==> src/rtl/rcmp_pkg.sv <==
package rcmp_pkg;

  typedef enum logic [1:0] {
    OP_HOLD  = 2'b00,
    OP_LOAD  = 2'b01,
    OP_SHIFT = 2'b10,
    OP_CMP   = 2'b11
  } op_e;

  typedef struct packed {
    logic gt;
    logic eq;
    logic lt;
  } stat_t;

  localparam stat_t STAT_FLOAT = 3'b111;
  localparam stat_t STAT_GT    = 3'b100;
  localparam stat_t STAT_EQ    = 3'b010;
  localparam stat_t STAT_LT    = 3'b001;

endpackage

==> src/rtl/rcmp_store.sv <==
module rcmp_store
  import rcmp_pkg::*;
#(
  parameter int WIDTH = 8
) (
  input  logic             clk,
  input  logic             rst_n,
  input  op_e              op,
  input  logic [WIDTH-1:0] par_i,
  input  logic             ser_i,
  output logic [WIDTH-1:0] q
);

  always_ff @(posedge clk or negedge rst_n) begin
    if (!rst_n) begin
      q <= '0;
    end else begin
      case (op)
        OP_LOAD:  q <= par_i;
        OP_SHIFT: q <= {q[WIDTH-2:0], ser_i};
        default:  q <= q;
      endcase
    end
  end

  AST_LOAD_CAPTURE: assert property (@(posedge clk) disable iff (!rst_n)
    (op == OP_LOAD) |=> (q == $past(par_i)));

  AST_HOLD_KEEP: assert property (@(posedge clk) disable iff (!rst_n)
    (op == OP_HOLD) |=> $stable(q));

  AST_SHIFT_STEP: assert property (@(posedge clk) disable iff (!rst_n)
    (op == OP_SHIFT) |=> (q[0] == $past(ser_i)));

endmodule

==> src/rtl/rcmp_compare.sv <==
module rcmp_compare #(
  parameter int WIDTH  = 8,
  parameter bit SIGNED_OK = 1'b1
) (
  input  logic [WIDTH-1:0] reg_b,
  input  logic [WIDTH-1:0] bus_b,
  input  logic             twos,
  output logic             above,
  output logic             same
);

  localparam logic SGN_EN = SIGNED_OK;

  // Sort key: flipping the top bit maps two's-complement order onto unsigned order.
  function automatic logic [WIDTH-1:0] order_key(input logic [WIDTH-1:0] v,
                                                 input logic flip);
    return {v[WIDTH-1] ^ flip, v[WIDTH-2:0]};
  endfunction

  logic             flip;
  logic [WIDTH-1:0] key_reg;
  logic [WIDTH-1:0] key_bus;

  assign flip    = twos & SGN_EN;
  assign key_reg = order_key(reg_b, flip);
  assign key_bus = order_key(bus_b, flip);
  assign above   = key_reg > key_bus;
  assign same    = reg_b == bus_b;

endmodule

==> src/rtl/rcmp_cascade.sv <==
module rcmp_cascade
  import rcmp_pkg::*;
#(
  parameter bit LAST = 1'b1
) (
  input  op_e   op,
  input  logic  en_i,
  input  logic  top_bit,
  input  logic  above,
  input  logic  same,
  output logic  en_o,
  output stat_t st
);

  always_comb begin
    st   = STAT_FLOAT;
    en_o = 1'b0;
    case (op)
      OP_SHIFT: en_o = top_bit;
      OP_CMP: begin
        if (en_i) begin
          if (same) begin
            en_o = 1'b1;
            if (LAST) st = STAT_EQ;
          end else begin
            st = above ? STAT_GT : STAT_LT;
          end
        end
      end
      default: en_o = 1'b0;
    endcase
  end

endmodule

==> src/rtl/rcmp_slice.sv <==
module rcmp_slice
  import rcmp_pkg::*;
#(
  parameter int WIDTH  = 8,
  parameter bit IS_MSB = 1'b1,
  parameter bit IS_LSB = 1'b1
) (
  input  logic             clk,
  input  logic             rst_n,
  input  logic [1:0]       sel,
  input  logic             rd_en,
  input  logic             twos_mode,
  input  logic [WIDTH-1:0] bus_i,
  output logic [WIDTH-1:0] bus_o,
  output logic             bus_oe,
  input  logic             cs_i,
  output logic             cs_o,
  output logic             cmp_gt,
  output logic             cmp_eq,
  output logic             cmp_lt
);

  op_e              op;
  logic [WIDTH-1:0] stored;
  logic             cmp_above;
  logic             cmp_same;
  stat_t            status;

  assign op = op_e'(sel);

  rcmp_store #(.WIDTH(WIDTH)) u_store (
    .clk   (clk),
    .rst_n (rst_n),
    .op    (op),
    .par_i (bus_i),
    .ser_i (cs_i),
    .q     (stored)
  );

  rcmp_compare #(.WIDTH(WIDTH), .SIGNED_OK(IS_MSB)) u_compare (
    .reg_b (stored),
    .bus_b (bus_i),
    .twos  (twos_mode),
    .above (cmp_above),
    .same  (cmp_same)
  );

  rcmp_cascade #(.LAST(IS_LSB)) u_cascade (
    .op      (op),
    .en_i    (cs_i),
    .top_bit (stored[WIDTH-1]),
    .above   (cmp_above),
    .same    (cmp_same),
    .en_o    (cs_o),
    .st      (status)
  );

  assign bus_oe = (op == OP_HOLD) && rd_en;
  assign bus_o  = bus_oe ? stored : '0;
  assign cmp_gt = status.gt;
  assign cmp_eq = status.eq;
  assign cmp_lt = status.lt;

  AST_IDLE_FLOAT: assert property (@(posedge clk) disable iff (!rst_n)
    (op != OP_CMP) |-> (cmp_gt && cmp_eq && cmp_lt));

  AST_DISABLED_QUIET: assert property (@(posedge clk) disable iff (!rst_n)
    (op == OP_CMP && !cs_i) |-> (!cs_o && cmp_gt && cmp_eq && cmp_lt));

  AST_MATCH_PASSES: assert property (@(posedge clk) disable iff (!rst_n)
    (op == OP_CMP && cs_i && cmp_same) |-> cs_o);

  AST_MISMATCH_ONEHOT: assert property (@(posedge clk) disable iff (!rst_n)
    (op == OP_CMP && cs_i && !cmp_same) |->
      (!cs_o && $countones({cmp_gt, cmp_eq, cmp_lt}) == 1 && !cmp_eq));

  AST_SHIFT_OUT: assert property (@(posedge clk) disable iff (!rst_n)
    (op == OP_SHIFT) |-> (cs_o == stored[WIDTH-1]));

  AST_READ_HOLD_ONLY: assert property (@(posedge clk) disable iff (!rst_n)
    bus_oe |-> (op == OP_HOLD && bus_o == stored));

endmodule

==> config.mk <==
export PLATFORM = sky130hd
export DESIGN_NAME = rcmp_slice
export DESIGN_NICKNAME = d
export VERILOG_FILES = /design/src/rtl/rcmp_pkg.sv /design/src/rtl/rcmp_store.sv /design/src/rtl/rcmp_compare.sv /design/src/rtl/rcmp_cascade.sv /design/src/rtl/rcmp_slice.sv
export SDC_FILE = /design/constraint.sdc
export NUM_CORES = 1
export LEC_CHECK = 0
export BUFFER_PORTS_ARGS = -buffer_cell sky130_fd_sc_hd__buf_2
export CAP_MARGIN = 20
export CORE_MARGIN = 3
export CORE_UTILIZATION = 45
export DETAILED_ROUTE_END_ITERATION = 12
export PLACE_DENSITY = 0.84
export SLEW_MARGIN = 25
export SYNTH_ARGS = -nofsm -noshare
export SYNTH_HDL_FRONTEND = slang
export SYNTH_SLANG_ARGS = --single-unit
==> constraint.sdc <==
create_clock -name clk -period 3 [get_ports clk]
set_input_delay 0.45 -clock clk [delete_from_list [all_inputs] [get_ports clk]]
set_output_delay 0.45 -clock clk [all_outputs]
set_load 0.02 [all_outputs]
==> flow_metrics.tcl <==
set metrics [dict create \
    track_usage 0.1852 \
    netlist_area_um2 705.7 \
    drtIter0Drc 8 \
    drc 0 \
    drv_cap 0 \
    cp_max_fo 4 \
    synthCells 83 \
    first_pass_iters 4 \
    synth.distinct_cells 19 \
    reg_top3 "u_store.q x8" \
    fin_tns_setup_ns 0 \
    synth_warnings 0 \
    rr_startpoint "u_store.q[2]" \
    regToRegEndpoint "u_store.q[3]" \
    drv_slew 0 \
    die-area_um2 2079 \
    fin_total_pwr_uw 367.6 \
    skew_ns 0.001372 \
    required_ns 2.55 \
    rows 13 \
    reg2reg_depth 2 \
    cts-resized-gates 0 \
    n_antenna_cell 0 \
    crit_arrival_ns 2.02 \
    p_leak_uw 0.0004896 \
    placed_area_um2 847.1 \
    hold_viol_final 0 \
    hpwl_mm 1.305 \
    dpl_worst_slack_ns 0.6093 \
    htreeDepth 1 \
    final_cells 125 \
    end_kind "primary output" \
    worst_setup_path_start_kind "register" \
    clock-root-buffer "clkbuf_4" \
    cp_common_cell "a21o_1" \
    fp.coreArea_um2 1383 \
    worstMarginPinSlew_ns 0.5411 \
    via_per_inst 5.416 \
    fin_area_um2 869.6 \
    cts_buffers 3 \
    totalWireLength_mm 1.581 \
    clkTransAtPathRegs_ns 0.05 \
    slowest_delay_ns 0.40 \
    postCtsSetupBuffers 0 \
    vias 677 \
    final_antenna_net_count 0 \
    ios 28 \
    die_w_um 45.60 \
    yosysSeqAreaShare 0.2837 \
    place_inst 122 \
    crit_chain "ha_1 > a21o_1 > a21o_1 > a221o_1 > nor2_1 > o211ai_1 > buf_2" \
    cts_tree "built" \
    fill_cells 126 \
    fin_nets 137 \
    setup_viol 0 \
    r2r_setup_slack_ns 2.20 \
    clock-sinks 8 \
    critPathKind "reg -> out" \
    rsz0062_at_grt "no" \
    relSlewSlack 0.6393 \
    top_register "u_store.q" \
    synth_seq_cells 8 \
    crit_path_start "u_store.q[5]" \
    largest_register_ffs 8 \
    finalCritPeriodShare 0.8230 \
    grt_max_degree 17 \
    syn_nets 108 \
    drive_above_1_share 0.2727 \
    clock_latency_ns 0.25 \
    hold_path_class "in -> async" \
    syn_to_final_growth_pct 23.23 \
    min_period_ns 2.469 \
    grt-ovfl-total 0 \
    status "complete, no violations" \
    antenna_found_initial 0 \
    power.density_nw_per_um2 422.8 \
    cts_hold_buf 0 \
    grt_pass1_vias 672 \
    ir_drop_mv 0.3417 \
    start_util 0.5104 \
    detail_route.wl_per_cell_um 12.65 \
    syn_area_per_cell_um2 8.502 \
    clockBufferDepth 2 \
    port_buffers 27 \
    slowest_stage "dfrtp_1" \
    place_congestion 0.7808 \
    timing.final.ws_setup_ns 0.5311 \
    die_y_um 45.60 \
    grt_pass1_wl_mm 2.787 \
    max_freq_ghz 0.4050 \
]
## metrics by stage
stage | util | hold slack (ns)
final | 0.6290 | 0.03203
after global routing | 0.6290 | 0.01932
after CTS | 0.6290 | 0.02539
after detailed placement | 0.6127 | 0.2974
after global placement | 0.6127 | 0.2992
after floorplan | - | 0.1544
## layout make-up
class,count,area (um2),area share
flip-flops and latches,8,200.2,0.2302
clock buffers,3,22.52,0.02590
multi-input cells,63,459.2,0.5281
well taps,15,18.77,0.02158
inverters,9,33.78,0.03885
repair buffers,27,135.1,0.1554
## placed cells by master, fill, tap and decap left out
| cell | instances |
|---|---|
| inv_1 | 9 |
| nor2b_1 | 1 |
| dfrtp_1 | 8 |
| nand2_1 | 1 |
| clkbuf_4 | 3 |
| and2_1 | 1 |
| a21oi_1 | 10 |
| a31oi_1 | 1 |
| nand4_1 | 2 |
| mux2i_1 | 8 |
| and3_1 | 8 |
| o211ai_1 | 4 |
| xnor2_1 | 1 |
| a221o_1 | 1 |
| buf_2 | 27 |
| a21o_1 | 2 |
| a32o_1 | 1 |
| ha_1 | 10 |
| nor2_1 | 12 |
## where the power goes
part	total (uW)	switching [uW]	internal [uW]
registers	150	22.1	128
logic	140	77.4	62.8
clock network	77.5	32.0	45.5
total	368	132	236
## cells by family (layout without fill, tap and decap cells)
kind of cell	after synthesis	in the layout	synth area share
simple gates	25	25	0.1755
flops	8	8	0.2837
mux	8	8	0.1135
xor+xnor	1	1	0.01241
buf+inv	12	39	0.06560
fa+ha+maj	10	10	0.1773
compound gates	19	19	0.1720
## critical path: cells and delay by family (launching register included)
kind / cells / cell delay [ns]
adders and majority gates: 1 / 0.31
and+or+nand+nor: 1 / 0.11
AOI/OAI and AO/OA: 4 / 0.79
buffers and inverters: 1 / 0.17
DFF: 1 / 0.40
## synthesized netlist by cell type
cell,count,area share
nor2b_1,1,0.0089
a31oi_1,1,0.0089
and3_1,8,0.071
inv_1,9,0.048
buf_2,1,0.0071
a21o_1,2,0.021
nand4_1,2,0.018
clkbuf_1,2,0.011
nor2_1,12,0.064
xnor2_1,1,0.012
a32o_1,1,0.014
and2_1,1,0.0089
dfrtp_1,8,0.28
mux2i_1,8,0.11
o211ai_1,4,0.043
ha_1,10,0.18
a21oi_1,10,0.071
a221o_1,1,0.014
nand2_1,1,0.0053
## worst max path at each step
stage                  end  slack, ns
floorplan           cmp_lt       0.71
detailed placement  cmp_gt       0.61
global placement    cmp_lt       0.62
finish              cmp_gt       0.53
global route        cmp_gt       0.40
CTS                 cmp_gt       0.52
## routing by layer
| metal | up-vias | share of wire | track usage |
|---|---|---|---|
| met4 | 0 | 0.012 | 0.09357 |
| met1 | 309 | 0.47 | 0.2470 |
| met5 | - | 0 | 0 |
| met3 | 2 | 0.047 | 0.02767 |
| li1 | 349 | - | - |
| met2 | 17 | 0.47 | 0.2869 |
Power figures use the tool's default switching activity.
